**src/rtl/prp_walk_pkg.sv**
```systemverilog
package prp_walk_pkg;
  parameter int PW_ADDR_W     = 64;
  parameter int PW_LEN_W      = 32;
  parameter int PW_MPS_W      = 3;
  parameter int PW_PAGE_SHIFT = 12;
  localparam int PW_ENTRY_SHIFT = 3;
  localparam int PW_SLOT_W = PW_PAGE_SHIFT - PW_ENTRY_SHIFT + (1 << PW_MPS_W) - 1;

  typedef logic [PW_ADDR_W-1:0] addr_t;
  typedef logic [PW_LEN_W-1:0]  len_t;
  typedef logic [PW_MPS_W-1:0]  mps_t;
  typedef logic [PW_SLOT_W-1:0] slot_t;

  typedef enum logic [2:0] {
    ST_IDLE, ST_HEAD, ST_DIRECT, ST_FETCH, ST_WAIT, ST_DATA, ST_END
  } walk_st_e;

  // bytes in one page for a given size select
  function automatic len_t page_bytes(mps_t m);
    return len_t'(1) << (PW_PAGE_SHIFT + int'(m));
  endfunction

  // byte position of an address inside its page
  function automatic len_t page_offset(addr_t a, mps_t m);
    return a[PW_LEN_W-1:0] & (page_bytes(m) - len_t'(1));
  endfunction

  function automatic len_t len_min(len_t a, len_t b);
    return (a < b) ? a : b;
  endfunction

  // bytes from an address up to the end of its page, capped by total
  function automatic len_t head_bytes(len_t total, addr_t a, mps_t m);
    return len_min(total, page_bytes(m) - page_offset(a, m));
  endfunction

  // index of the final 8-byte slot in a list page
  function automatic slot_t last_slot_idx(mps_t m);
    return slot_t'((len_t'(1) << (PW_PAGE_SHIFT - PW_ENTRY_SHIFT + int'(m))) - len_t'(1));
  endfunction
endpackage

```
**src/rtl/prp_len_calc.sv**
```systemverilog
module prp_len_calc
  import prp_walk_pkg::*;
(
  input  len_t  total,
  input  addr_t start_addr,
  input  mps_t  mps,
  output len_t  head_len,
  output len_t  tail_len
);
  assign head_len = head_bytes(total, start_addr, mps);
  assign tail_len = total - head_len;
endmodule

```
**src/rtl/prp_ptr_check.sv**
```systemverilog
module prp_ptr_check
  import prp_walk_pkg::*;
(
  input  addr_t ptr,
  input  mps_t  mps,
  output logic  is_null,
  output logic  off_page
);
  assign is_null  = (ptr == '0);
  assign off_page = (page_offset(ptr, mps) != '0);
endmodule

```
**src/rtl/prp_slot_ctr.sv**
```systemverilog
module prp_slot_ctr
  import prp_walk_pkg::*;
(
  input  logic  clk,
  input  logic  rst_n,
  input  logic  active,
  input  logic  load,
  input  addr_t load_base,
  input  logic  step,
  input  mps_t  mps,
  output addr_t fetch_addr,
  output logic  at_last
);
  localparam int PAD_W = PW_ADDR_W - PW_SLOT_W - PW_ENTRY_SHIFT;

  addr_t base_q;
  slot_t slot_q;
  slot_t slot_lim;

  assign slot_lim = last_slot_idx(mps);

  always_ff @(posedge clk) begin
    if (!rst_n) begin
      base_q <= '0;
      slot_q <= '0;
    end else if (load) begin
      base_q <= load_base;
      slot_q <= '0;
    end else if (step) begin
      slot_q <= slot_q + slot_t'(1);
    end
  end

  assign fetch_addr = base_q + {{PAD_W{1'b0}}, slot_q, {PW_ENTRY_SHIFT{1'b0}}};
  assign at_last    = (slot_q == slot_lim);


  slot_bound_chk: assert property (@(posedge clk) disable iff (!rst_n)
    active |-> (slot_q <= slot_lim));
endmodule

```
**src/rtl/prp_walk.sv**
```systemverilog
module prp_walk
  import prp_walk_pkg::*;
(
  input  logic        clk,
  input  logic        rst_n,
  input  logic        start,
  input  logic [31:0] xfer_len,
  input  logic [63:0] ptr1,
  input  logic [63:0] ptr2,
  input  logic [2:0]  mps,
  output logic        busy,
  output logic        seg_valid,
  input  logic        seg_ready,
  output logic [63:0] seg_addr,
  output logic [31:0] seg_len,
  output logic        mem_rd_valid,
  output logic [63:0] mem_rd_addr,
  input  logic        mem_rsp_valid,
  input  logic [63:0] mem_rsp_data,
  output logic        done,
  output logic        err
);
  walk_st_e st_q;
  len_t     rem_q, seg_len_q;
  addr_t    seg_addr_q, ptr2_q;
  mps_t     mps_q;
  logic     err_q;

  // start-time arithmetic on the raw inputs
  len_t in_head, in_tail;
  logic p2_null, p2_off;
  prp_len_calc u_calc_in (
    .total(xfer_len), .start_addr(ptr1), .mps(mps),
    .head_len(in_head), .tail_len(in_tail));
  prp_ptr_check u_chk_p2 (
    .ptr(ptr2), .mps(mps), .is_null(p2_null), .off_page(p2_off));

  // per-entry arithmetic on the running remainder
  len_t chunk_len, rem_after;
  prp_len_calc u_calc_rem (
    .total(rem_q), .start_addr('0), .mps(mps_q),
    .head_len(chunk_len), .tail_len(rem_after));

  logic ent_null, ent_off;
  prp_ptr_check u_chk_ent (
    .ptr(mem_rsp_data), .mps(mps_q), .is_null(ent_null), .off_page(ent_off));

  // named internal events
  logic in_has_tail, in_tail_fits, start_err, accept, seg_fire, rsp_take;
  logic entry_bad, rem_one_page, link_evt, data_evt, abort_evt, list_enter;
  logic slot_load, at_last, slot_active;
  addr_t fetch_addr;

  assign in_has_tail  = (in_tail != '0);
  assign in_tail_fits = (in_tail <= page_bytes(mps));
  assign start_err    = (ptr1 == '0) | (in_has_tail & p2_null) |
                        (in_has_tail & in_tail_fits & p2_off);
  assign accept       = (st_q == ST_IDLE) & start;
  assign seg_fire     = seg_valid & seg_ready;
  assign rsp_take     = (st_q == ST_WAIT) & mem_rsp_valid;
  assign entry_bad    = ent_null | ent_off;
  assign rem_one_page = (rem_after == '0);
  assign link_evt     = rsp_take & ~entry_bad & at_last & ~rem_one_page;
  assign data_evt     = rsp_take & ~entry_bad & ~(at_last & ~rem_one_page);
  assign abort_evt    = (accept & start_err) | (rsp_take & entry_bad);
  assign list_enter   = (st_q == ST_HEAD) & seg_ready & (rem_q != '0) & ~rem_one_page;
  assign slot_load    = list_enter | link_evt;
  assign slot_active  = (st_q == ST_FETCH) | (st_q == ST_WAIT);

  prp_slot_ctr u_slots (
    .clk(clk), .rst_n(rst_n), .active(slot_active),
    .load(slot_load), .load_base(link_evt ? mem_rsp_data : ptr2_q),
    .step(data_evt), .mps(mps_q),
    .fetch_addr(fetch_addr), .at_last(at_last));

  always_ff @(posedge clk) begin
    if (!rst_n) begin
      st_q       <= ST_IDLE;
      rem_q      <= '0;
      seg_len_q  <= '0;
      seg_addr_q <= '0;
      ptr2_q     <= '0;
      mps_q      <= '0;
      err_q      <= 1'b0;
    end else begin
      case (st_q)
        ST_IDLE: if (start) begin
          mps_q  <= mps;
          ptr2_q <= ptr2;
          err_q  <= 1'b0;
          if (start_err) begin
            err_q <= 1'b1;
            st_q  <= ST_END;
          end else if (xfer_len == '0) begin
            st_q <= ST_END;
          end else begin
            seg_addr_q <= ptr1;
            seg_len_q  <= in_head;
            rem_q      <= in_tail;
            st_q       <= ST_HEAD;
          end
        end
        ST_HEAD: if (seg_ready) begin
          if (rem_q == '0) begin
            st_q <= ST_END;
          end else if (rem_one_page) begin
            seg_addr_q <= ptr2_q;
            seg_len_q  <= rem_q;
            st_q       <= ST_DIRECT;
          end else begin
            st_q <= ST_FETCH;
          end
        end
        ST_DIRECT: if (seg_ready) st_q <= ST_END;
        ST_FETCH:  st_q <= ST_WAIT;
        ST_WAIT: if (mem_rsp_valid) begin
          if (entry_bad) begin
            err_q <= 1'b1;
            st_q  <= ST_END;
          end else if (link_evt) begin
            st_q <= ST_FETCH;
          end else begin
            seg_addr_q <= mem_rsp_data;
            seg_len_q  <= chunk_len;
            st_q       <= ST_DATA;
          end
        end
        ST_DATA: if (seg_ready) begin
          rem_q <= rem_q - seg_len_q;
          st_q  <= (rem_q == seg_len_q) ? ST_END : ST_FETCH;
        end
        ST_END:  st_q <= ST_IDLE;
        default: st_q <= ST_IDLE;
      endcase
    end
  end

  assign busy         = (st_q != ST_IDLE);
  assign seg_valid    = (st_q == ST_HEAD) | (st_q == ST_DIRECT) | (st_q == ST_DATA);
  assign seg_addr     = seg_addr_q;
  assign seg_len      = seg_len_q;
  assign mem_rd_valid = (st_q == ST_FETCH);
  assign mem_rd_addr  = fetch_addr;
  assign done         = (st_q == ST_END);
  assign err          = done & err_q;


  seg_hold_chk: assert property (@(posedge clk) disable iff (!rst_n)
    (seg_valid && !seg_ready) |=> (seg_valid && $stable(seg_addr) && $stable(seg_len)));

  done_single_chk: assert property (@(posedge clk) disable iff (!rst_n)
    done |=> !done);

  err_with_done_chk: assert property (@(posedge clk) disable iff (!rst_n)
    err |-> done);

  abort_end_chk: assert property (@(posedge clk) disable iff (!rst_n)
    abort_evt |=> (done && err && !seg_valid));

  link_fetch_chk: assert property (@(posedge clk) disable iff (!rst_n)
    link_evt |=> (mem_rd_valid && !seg_valid));

  fetch_single_chk: assert property (@(posedge clk) disable iff (!rst_n)
    mem_rd_valid |=> (!mem_rd_valid && !seg_valid));

  seg_page_chk: assert property (@(posedge clk) disable iff (!rst_n)
    seg_valid |-> ((seg_len != '0) && (seg_len <= page_bytes(mps_q))));

  head_span_chk: assert property (@(posedge clk) disable iff (!rst_n)
    (st_q == ST_HEAD) |-> ((page_offset(seg_addr, mps_q) + seg_len) <= page_bytes(mps_q)));

  direct_align_chk: assert property (@(posedge clk) disable iff (!rst_n)
    (st_q == ST_DIRECT) |-> (page_offset(seg_addr, mps_q) == '0));
endmodule

```
**config.mk**
```make
export PLATFORM = sky130hd
export DESIGN_NAME = prp_walk
export DESIGN_NICKNAME = d
export VERILOG_FILES = /design/src/rtl/prp_walk_pkg.sv /design/src/rtl/prp_len_calc.sv /design/src/rtl/prp_ptr_check.sv /design/src/rtl/prp_slot_ctr.sv /design/src/rtl/prp_walk.sv
export SDC_FILE = /design/constraint.sdc
export NUM_CORES = 1
export LEC_CHECK = 0
export ABC_CLOCK_PERIOD_IN_PS = 17300
export BUFFER_PORTS_ARGS = -buffer_cell sky130_fd_sc_hd__buf_4
export CAP_MARGIN = 20
export CORE_MARGIN = 4
export CORE_UTILIZATION = 32
export DETAILED_ROUTE_END_ITERATION = 10
export PLACE_DENSITY = 0.59
export SYNTH_ARGS = -nofsm -noshare
export SYNTH_HDL_FRONTEND = slang
export SYNTH_SLANG_ARGS = --single-unit
```
**constraint.sdc**
```tcl
create_clock -name clk -period 17.3 [get_ports clk]
set_clock_uncertainty 0.2 [all_clocks]
set_input_delay 4.325 -clock clk [delete_from_list [all_inputs] [get_ports clk]]
set_output_delay 4.325 -clock clk [all_outputs]
set_load 0.01 [all_outputs]
```
==> results.tsv <==
metric	value	unit
ys_seq_area_share	23.03	%
synth_top_area_share	23.03	%
dp_hpwl	89660	um
clockBufferDepth	3	
cts_sinks	279	
worst_ep_required_time	17570	ps
drive_gt1_share	15.55	%
regArea	5585	sq um
grt_pass1_vias	25510	
cp_max_fo	53	
cts_buffers	36	
total_leakage_power	11.95	nW
finalMaxSlewViolations	0	
r2r_cells	24	
cts-root-buf	clkbuf_16	
fmax	67.60	MHz
h-tree-depth	2	
synth_top_area_cell	dfxtp_1	
place_congestion	1.008	
synth.avg_cell_area	7.499	sq um
critPathMaxStageDelay	670	ps
synth-seq-cells	279	
drtIter0Drc	2907	
drt_wl_total	114500	um
wl_met1	49830	um
syn_area	24250	sq um
drc	0	
crit_slowest_cell	buf_4	
fin_crit_sh	85.50	%
wl_met2	50100	um
ant_nets	0	
yosysWarnings	0	
end_kind	register	
port_buffers	396	
start_util	32.41	%
die_y	283.3	um
dr.pass1.iters	8	
track_usage	26.76	%
core-area	74820	sq um
cts_setup_buffers	0	
r2r_setup_slack	7510	ps
multi_input_area	17610	sq um
final.min_clock_period	14790	ps
maxSlewHeadroom	10.25	%
arrival	15060	ps
synth_cells	3234	
route.detailed.wl_per_inst	25.05	um
cellPowerDensity	196.2	nW/um^2
min_path_cells	2	
dieArea	80260	sq um
path_class	input pin to register	
worst_pin_slew	1334	ps
setup_ws	2508	ps
insertion_delay	570	ps
top_layer	met5	
place_ws	2299	ps
async_flop_share	0	%
io-pin-count	397	
synth_edf_count	0	
hold_viol	0	
r2r_end	seg_addr[37]	
synthTopCellsByArea	dfxtp_1 (23%), ha_1 (10%), a21oi_1 (7.8%), nand2_1 (5.4%), a211oi_1 (5.4%)	
hp-start	ptr2_q[4]	
setup_tns	0	ps
synth_flop_cell	dfxtp_1	
yosys.cell_types.count	94	
grt_first_pass_wirelength	167400	um
cts_tree	yes	
hold_class	register to register	
viasPerCell	5.980	
dieWidth	283.3	um
rsz0062_at_grt	no	
setup_viol_count_final	0	
nNetsFinal	3995	
min_to	ptr2_q[4]	
grt_max_degree	109	
p_total	0.005781	W
overflow	0	
rr_startpoint	mps_q[1]	
post_cts_resize_count	0	
start_kind	input pin	
rows	100	
dr_wl_met3	9326	um
outcome	finished, final reports clean	
vdd_drop_max	0.1282	mV
path_clk_slew	60	ps
hold_buffers	0	
antenna_found_initial	17	
nFillCells	7808	
vias	27330	
drv_cap	0	
area_growth_syn_to_layout	21.51	%
[placed cells by master (no fill, tap or decap), types with 93 or more instances in the layout]
cell      instances
a211oi_1        173
dfxtp_1         279
inv_1           131
xnor2_1          93
nor2_1          241
o21ai_0         108
ha_1            198
a21oi_1         374
nand2_1         350
buf_4           433
nor3_1          112
[worst max-delay path: cells and delay by family]
kind / cells / cell delay [ps]
AOI/OAI and AO/OA: 17 / 4230
and+or+nand+nor: 11 / 2390
buffers and inverters: 5 / 1740
adders and majority gates: 5 / 1540
xor gates and xnor gates: 2 / 790
[cell usage after synthesis (all sizes together) (7+ instances only)]
library cell  instances
nor3                113
o221a                14
ha                  198
o31ai                29
nor4                 78
a21boi               12
a21oi               377
a22o                 66
a211oi              175
or3                  15
dfxtp               279
mux2i                79
nor2                244
xor2                 54
nand2b               24
o21bai               16
a21o                 63
inv                 133
o221ai               17
nand3                76
and3                 29
o21a                 27
nand2               351
xnor2                93
nand3b               17
o21ai               112
a311oi               11
nand4                58
o211ai               30
and2                 19
a221oi               15
o22ai                10
or2                  23
a31oi                24
buf                  49
clkbuf              140
nor4b                 9
nor2b                22
nor3b                 7
o2111ai              12
[per-stage QoR]
stage	hold WS (ps)	instances	utilization, %	instance area [sq um]
after floorplan	248.9	3279	-	24420
after global placement	256.7	4492	37.64	28160
after detailed placement	260.9	4493	37.65	28170
after CTS	271.5	4557	39.34	29430
after global routing	286.9	4568	39.38	29460
final	270.5	4571	39.39	29470
[registers in the layout, indices dropped and copies added, names as in the netlist]
| name | cells |
|---|---|
| u_slots.base_q | 64 |
| st_q | 3 |
| err_q | 1 |
| seg_len | 32 |
| u_slots.slot_q | 16 |
| seg_addr | 64 |
| rem_q | 32 |
| mps_q | 3 |
| ptr2_q | 64 |
[layout make-up]
type                    count  area share (%)
repair buffers            434           11.05
flip-flops and latches    279           18.95
clock inverters            18          0.9043
well taps                 969           4.114
inverters                 134           1.732
multi-input cells        2677           59.74
diodes                     14          0.1189
clock buffers              46           3.388
[worst max path at each step]
stage	start	endpoint	slack [ps]	depth (start not counted)
2_1_floorplan	mps[2]	rem_q[1]	3740	43
3_3_place_gp	mps[2]	seg_addr[41]	2600	39
3_5_place_dp	mps[2]	seg_addr[33]	2300	40
4_1_cts	mps[2]	seg_addr[20]	2860	39
5_1_grt	mps[2]	seg_addr[26]	2090	40
6_report	mps[2]	seg_addr[29]	2510	40
[cell families after synthesis]
| family | synth area share, % |
|---|---|
| compound gates | 29.77 |
| buf+inv | 5.417 |
| xor+xnor | 5.406 |
| flops | 23.03 |
| fa+ha+maj | 10.46 |
| simple gates | 22.39 |
| other cells | 0.03096 |
| mux | 3.493 |
[power by group]
part	switching [W]	internal, W	leakage, nW
combinational	0.00243	0.00146	9.05
sequential	0.000235	0.000823	2.28
clock	0.000334	0.000500	0.628
total	0.00300	0.00278	11.9
[layer usage]
metal  up-vias  GRT usage [%]
li1      12710              -
met1     13060          36.46
met2      1307          41.24
met3       250          5.241
met4         6          11.33
met5         -              0
No activity file was read; power rests on OpenSTA's default activity.
